`config.mk`:
```
export PLATFORM = sky130hd
export DESIGN_NAME = edge_irq_ctrl
export DESIGN_NICKNAME = d
export VERILOG_FILES = /design/src/rtl/eic_pkg.sv /design/src/rtl/eic_line_sync.sv /design/src/rtl/eic_group_bank.sv /design/src/rtl/edge_irq_ctrl.sv
export SDC_FILE = /design/constraint.sdc
export NUM_CORES = 1
export LEC_CHECK = 0
export BUFFER_PORTS_ARGS = -buffer_cell sky130_fd_sc_hd__buf_2
export CAP_MARGIN = 30
export CORE_ASPECT_RATIO = 0.9
export CORE_MARGIN = 1.5
export CORE_UTILIZATION = 62
export DETAILED_ROUTE_END_ITERATION = 10
export GPL_ROUTABILITY_DRIVEN = 1
export PLACE_DENSITY_LB_ADDON = 0.12
export SYNTH_ARGS = -nofsm -noshare
export SYNTH_HDL_FRONTEND = slang
export SYNTH_SLANG_ARGS = --single-unit
```
`constraint.sdc`:
```
create_clock -name clk -period 3.1 [get_ports clk]
set_clock_uncertainty 0.2 [all_clocks]
set_input_delay 0.155 -clock clk [delete_from_list [all_inputs] [get_ports clk]]
set_output_delay 0.155 -clock clk [all_outputs]
set_load 0.01 [all_outputs]
```
`src/rtl/eic_pkg.sv`:
```
package eic_pkg;
  localparam int WORD_W     = 32;
  localparam int NUM_REGS   = 6;
  localparam int NUM_GROUPS = 2;
  localparam int KIND_W     = $clog2(NUM_REGS);

  // register slot order inside a group; software decodes this order
  localparam int RK_IMASK = 0;
  localparam int RK_EMASK = 1;
  localparam int RK_RSEL  = 2;
  localparam int RK_FSEL  = 3;
  localparam int RK_SWT   = 4;
  localparam int RK_PEND  = 5;

  typedef logic [WORD_W-1:0] word_t;

  function automatic word_t edge_hits(input word_t cur, input word_t prev,
                                      input word_t rsel, input word_t fsel);
    return ((cur & ~prev) & rsel) | ((~cur & prev) & fsel);
  endfunction

  // set has priority over clear
  function automatic word_t pend_next(input word_t pend, input word_t clr,
                                      input word_t set);
    return (pend & ~clr) | set;
  endfunction
endpackage

```
`src/rtl/eic_line_sync.sv`:
```
module eic_line_sync #(
  parameter int W = 32
) (
  input  logic         clk,
  input  logic         rst_n,
  input  logic [W-1:0] raw,
  output logic [W-1:0] lvl,
  output logic [W-1:0] lvl_prev
);
  logic [W-1:0] meta_q;
  logic [W-1:0] rise_w;

  always_ff @(posedge clk or negedge rst_n) begin
    if (!rst_n) begin
      meta_q   <= '0;
      lvl      <= '0;
      lvl_prev <= '0;
    end else begin
      meta_q   <= raw;
      lvl      <= meta_q;
      lvl_prev <= lvl;
    end
  end

  assign rise_w = lvl & ~lvl_prev;

  AST_EDGE_SINGLE_CYCLE: assert property (@(posedge clk) disable iff (!rst_n)
    (rise_w != '0) |=> ((rise_w & $past(rise_w)) == '0));
endmodule

```
`src/rtl/eic_group_bank.sv`:
```
module eic_group_bank
  import eic_pkg::*;
#(
  parameter word_t MASK_VALID = '1,
  parameter word_t TRIG_VALID = '1
) (
  input  logic                           clk,
  input  logic                           rst_n,
  input  logic [NUM_REGS-1:0]            wr_en,
  input  word_t                          wdata,
  input  word_t                          lvl,
  input  word_t                          lvl_prev,
  output logic [NUM_REGS-1:0][WORD_W-1:0] rd_word,
  output logic                           irq,
  output logic                           evt
);
  word_t imask, emask, rsel, fsel, pend;
  word_t hit_w, swt_w, clr_w;

  assign hit_w = edge_hits(lvl, lvl_prev, rsel, fsel) & TRIG_VALID;
  assign swt_w = wr_en[RK_SWT]  ? (wdata & TRIG_VALID) : '0;
  assign clr_w = wr_en[RK_PEND] ? (wdata & TRIG_VALID) : '0;

  always_ff @(posedge clk or negedge rst_n) begin
    if (!rst_n) begin
      imask <= '0;
      emask <= '0;
      rsel  <= '0;
      fsel  <= '0;
      pend  <= '0;
    end else begin
      if (wr_en[RK_IMASK]) imask <= wdata & MASK_VALID;
      if (wr_en[RK_EMASK]) emask <= wdata & MASK_VALID;
      if (wr_en[RK_RSEL])  rsel  <= wdata & TRIG_VALID;
      if (wr_en[RK_FSEL])  fsel  <= wdata & TRIG_VALID;
      pend <= pend_next(pend, clr_w, hit_w | swt_w);
    end
  end

  always_comb begin
    rd_word           = '0;
    rd_word[RK_IMASK] = imask;
    rd_word[RK_EMASK] = emask;
    rd_word[RK_RSEL]  = rsel;
    rd_word[RK_FSEL]  = fsel;
    rd_word[RK_SWT]   = '0;
    rd_word[RK_PEND]  = pend;
  end

  assign irq = |(pend & imask);
  assign evt = |(hit_w & emask);

  AST_EDGE_SETS_PEND: assert property (@(posedge clk) disable iff (!rst_n)
    (hit_w != '0) |=> ((pend & $past(hit_w)) == $past(hit_w)));
  AST_W1C_CLEARS: assert property (@(posedge clk) disable iff (!rst_n)
    (wr_en[RK_PEND] && hit_w == '0) |=> ((pend & $past(clr_w)) == '0));
  AST_PEND_STICKY: assert property (@(posedge clk) disable iff (!rst_n)
    !wr_en[RK_PEND] |=> ((pend & $past(pend)) == $past(pend)));
  AST_SWT_SETS_PEND: assert property (@(posedge clk) disable iff (!rst_n)
    wr_en[RK_SWT] |=> ((pend & $past(swt_w)) == $past(swt_w)));
endmodule

```
`src/rtl/edge_irq_ctrl.sv`:
```
module edge_irq_ctrl
  import eic_pkg::*;
#(
  parameter int    ADDR_W        = 6,
  parameter word_t G0_MASK_VALID = 32'hFFFF_FFFF,
  parameter word_t G0_TRIG_VALID = 32'hE07F_FFFF,
  parameter word_t G1_MASK_VALID = 32'h0000_000F,
  parameter word_t G1_TRIG_VALID = 32'h0000_0003
) (
  input  logic                         clk,
  input  logic                         rst_n,
  input  logic [NUM_GROUPS*WORD_W-1:0] line_in,
  input  logic                         bus_we,
  input  logic                         bus_re,
  input  logic [ADDR_W-1:0]            bus_addr,
  input  logic [WORD_W-1:0]            bus_wdata,
  output logic [WORD_W-1:0]            bus_rdata,
  output logic                         irq_o,
  output logic                         evt_o
);
  localparam int NUM_SLOTS = NUM_GROUPS * NUM_REGS;
  localparam int GRP_W     = (NUM_GROUPS > 1) ? $clog2(NUM_GROUPS) : 1;

  logic [KIND_W-1:0] kind_sel;
  logic [GRP_W-1:0]  grp_sel;
  logic              in_range;
  logic              unused_addr_lsb;

  logic [NUM_GROUPS-1:0][NUM_REGS-1:0][WORD_W-1:0] rd_all;
  logic [NUM_GROUPS-1:0][NUM_REGS-1:0]             wr_vec;
  logic [NUM_GROUPS-1:0]                           grp_irq, grp_evt;

  assign unused_addr_lsb = ^bus_addr[1:0];

  always_comb begin
    int idx;
    idx      = int'(bus_addr[ADDR_W-1:2]);
    in_range = (idx < NUM_SLOTS);
    grp_sel  = GRP_W'(idx / NUM_REGS);
    kind_sel = KIND_W'(idx % NUM_REGS);
  end

  for (genvar g = 0; g < NUM_GROUPS; g++) begin : g_grp
    logic [WORD_W-1:0] lvl, lvl_prev;

    always_comb begin
      wr_vec[g] = '0;
      if (bus_we && in_range && (int'(grp_sel) == g))
        wr_vec[g] = NUM_REGS'(1) << kind_sel;
    end

    eic_line_sync #(.W(WORD_W)) i_sync (
      .clk      (clk),
      .rst_n    (rst_n),
      .raw      (line_in[g*WORD_W +: WORD_W]),
      .lvl      (lvl),
      .lvl_prev (lvl_prev)
    );

    eic_group_bank #(
      .MASK_VALID (g == 0 ? G0_MASK_VALID : G1_MASK_VALID),
      .TRIG_VALID (g == 0 ? G0_TRIG_VALID : G1_TRIG_VALID)
    ) i_bank (
      .clk      (clk),
      .rst_n    (rst_n),
      .wr_en    (wr_vec[g]),
      .wdata    (bus_wdata),
      .lvl      (lvl),
      .lvl_prev (lvl_prev),
      .rd_word  (rd_all[g]),
      .irq      (grp_irq[g]),
      .evt      (grp_evt[g])
    );
  end

  always_ff @(posedge clk or negedge rst_n) begin
    if (!rst_n) bus_rdata <= '0;
    else if (bus_re) bus_rdata <= in_range ? rd_all[grp_sel][kind_sel] : '0;
  end

  assign irq_o = |grp_irq;
  assign evt_o = |grp_evt;

  AST_UNMAPPED_READ_ZERO: assert property (@(posedge clk) disable iff (!rst_n)
    (bus_re && !in_range) |=> (bus_rdata == '0));
  AST_RDATA_HOLDS: assert property (@(posedge clk) disable iff (!rst_n)
    !bus_re |=> $stable(bus_rdata));
endmodule

```
==> qor.yml <==
status: "completed"
ios: 140
critPathKind: "register to output pin"
met2_usage_pct: 50.87
ys_types: 60
nNetsFinal: 1107
synthFlopType: "dfrtp_1"
start_util_pct: 63.69
gp_congestion: 0.8908
hpwlAfterDp_um: 19410
clk_latency_ps: 540
crit_path_top_delay_cell: "dfrtp_1"
worst_setup_path_end_kind: "output pin"
overflow: 0
final_util_pct: 77.44
fin_ws_ps: 320.8
yosysTopAreaCellShare_pct: 60.28
avgViaCountPerCell: 6.408
synth_cells: 815
grt_util_all_layers_pct: 31.55
hold-worst-slack_ps: 9.771
yosysWarnings: 0
worstMarginPinSlew_ps: 986.8
postLayoutCellArea_mm2: 0.01373
crit_path_start_kind: "register"
vias: 8074
grt_pass1_wl_um: 46150
required_ps: 2740
antenna_cells: 0
cp.depth: 6
area_growth_pct: 21.58
cts_setup_buffers: 0
synth_area_per_cell_um2: 13.85
ys_seq_area_share_pct: 60.28
grt_pass1_vias: 8389
dpl_cell_area_mm2: 0.01220
path_clk_slew_ps: 60
setup_viol: 0
max_freq_mhz: 359.8
cts_buffers: 27
place_inst: 1148
synth_top_area_cell: "dfrtp_1"
coreArea_mm2: 0.01773
dieArea_mm2: 0.01903
antenna_found_initial: 1
top_usage_layer: "met2"
netlist_area_mm2: 0.01129
synth_edf_count: 0
max-vdd-ir-drop_mv: 0.6242
cp_num_buf_inv: 1
root_buffer: "clkbuf_16"
cp_slowest_stage_delay_ps: 410
finalSetupTns_ps: 0
min_period_ps: 2779
h-tree-depth: 1
grt_max_degree: 86
rsz0062_at_grt: "false"
cts.path.max_buffers: 3
drc_errors: 0
synth_nets: 922
drtIter0Drc: 759
synthArstFlopShare_pct: 100.0
first_pass_iters: 5
startpoint: "g_grp[0].i_bank.pend[13]$_DFF_PN0_"
cp_max_fo: 3
dpl_worst_slack_ps: 83.88
clock_sinks: 272
met3_usage_pct: 5.903
fin_crit_sh_pct: 89.65
synthTopCellsByArea: "dfrtp_1 (60%), mux2_2 (11%), mux4_2 (3.6%)"
leakage_nw: 6.018
use_met1_pct: 44.06
finalPower_mw: 9.813
rows: 46
die_h_um: 131.0
cellPowerDensity_mw_per_mm2: 714.9
ant_nets: 0
crit_chain: "a22o_1 -> a221oi_1 -> nand3_1 -> nor2_1 -> nand4_1 -> buf_2"
fin_cells: 1260
arrival_ps: 2420
maxCapViolCount: 0
rr_startpoint: "g_grp[0].i_bank.imask[20]$_DFFE_PN0P_"
drive_above_1_share_pct: 31.08
r2r_cells: 3
maxSlewViolCount: 0
port-buffer-count: 101
hold_viol: 0
hp-class: "primary input to async pin"
wl_per_cell_um: 23.31
yosys_register_bits: 272
critPathTopFamily: "simple AND/OR/NAND/NOR gates"
maxSlewHeadroom_pct: 33.71
die-width_um: 145.2
routed_wirelength_um: 29370
cts_tree: "built"
[power breakdown]
group	switching (mW)	internal (mW)
Clock	1.36	1.88
Combinational	0.799	0.950
Sequential	0.574	4.25
Total	2.74	7.08
[Yosys cell counts (all sizes together) (10+ instances only)]
cell and instances:
dfrtp 272, mux2 128, nand2 76, o21ai 35, a221o 32, a22oi 29, nand3b 29, buf 26
mux2i 22, o2bb2ai 21, mux4 18, nor2 18, clkbuf 12, a221oi 10
[sequential cells by signal, summed over array words and instances, names as in the netlist]
register / count
g_grp.i_bank.emask: 36
g_grp.i_sync.meta_q: 28
g_grp.i_sync.lvl_prev: 28
g_grp.i_bank.pend: 28
g_grp.i_sync.lvl: 28
g_grp.i_bank.imask: 36
bus_rdata: 32
g_grp.i_bank.rsel: 28
g_grp.i_bank.fsel: 28
[cell families after synthesis]
| kind of cell | synth area share, % |
|---|---|
| flops | 60.28 |
| simple gates | 8.056 |
| mux | 18.31 |
| compound gates | 11.29 |
| buf+inv | 1.950 |
| fa+ha+maj | 0.1108 |
[metal layers]
layer,share of wire [%],vias up
met5,0,-
li1,-,3456
met4,2.7,0
met1,41,4100
met2,47,448
met3,9.3,70
[worst paths after layout]
| path | endpoint | slack (ps) |
|---|---|---|
| max in group asynchronous | g_grp[0].i_bank.rsel[6]$_DFFE_PN0P_ | 1880 |
| setup reg to reg | bus_rdata[20]$_DFFE_PN0P_ | 1470 |
| hold / removal | g_grp[1].i_sync.meta_q[0]$_DFF_PN0_ | 10 |
| min in group clk | g_grp[0].i_sync.meta_q[0]$_DFF_PN0_ | 50 |
| setup / recovery | irq_o | 320 |
| hold reg to reg | g_grp[0].i_sync.lvl[19]$_DFF_PN0_ | 150 |
[placed cells by master (no fill, tap or decap), types with 3 or more instances in the layout]
| master | count |
|---|---|
| nor3_1 | 5 |
| clkbuf_16 | 27 |
| mux2_2 | 106 |
| a221o_1 | 32 |
| buf_2 | 100 |
| nand4_1 | 8 |
| a221oi_1 | 9 |
| o2bb2ai_1 | 21 |
| nor2b_1 | 4 |
| a22oi_1 | 29 |
| dfrtp_1 | 272 |
| buf_12 | 5 |
| mux4_2 | 18 |
| nand2_1 | 75 |
| nor2_1 | 15 |
| mux2_1 | 22 |
| buf_4 | 25 |
| a22o_1 | 9 |
| nand3_1 | 9 |
| a21oi_1 | 6 |
| o21ai_0 | 34 |
| clkinv_2 | 7 |
| dlygate4sd3_1 | 63 |
| clkbuf_1 | 3 |
| inv_1 | 5 |
| nand3b_1 | 29 |
| clkbuf_8 | 8 |
| mux2i_1 | 22 |
[cell type report]
cell class	count	area (um^2)
clock buffers	38	797.0
clock inverters	11	100.1
fillers	1083	4000
inverters	6	22.52
multi-input cells	499	4267
flip-flops and latches	272	6807
well taps	240	300.3
repair buffers	194	1434
[repair_timing]
| action | in CTS | in global routing |
|---|---|---|
| endpoints found under the hold margin | 462 | 0 |
| hold buffers | 63 | 0 |
| gates resized for setup | 0 | 0 |
| setup endpoints to repair | 0 | 0 |
No activity file was read; power rests on OpenSTA's default activity.
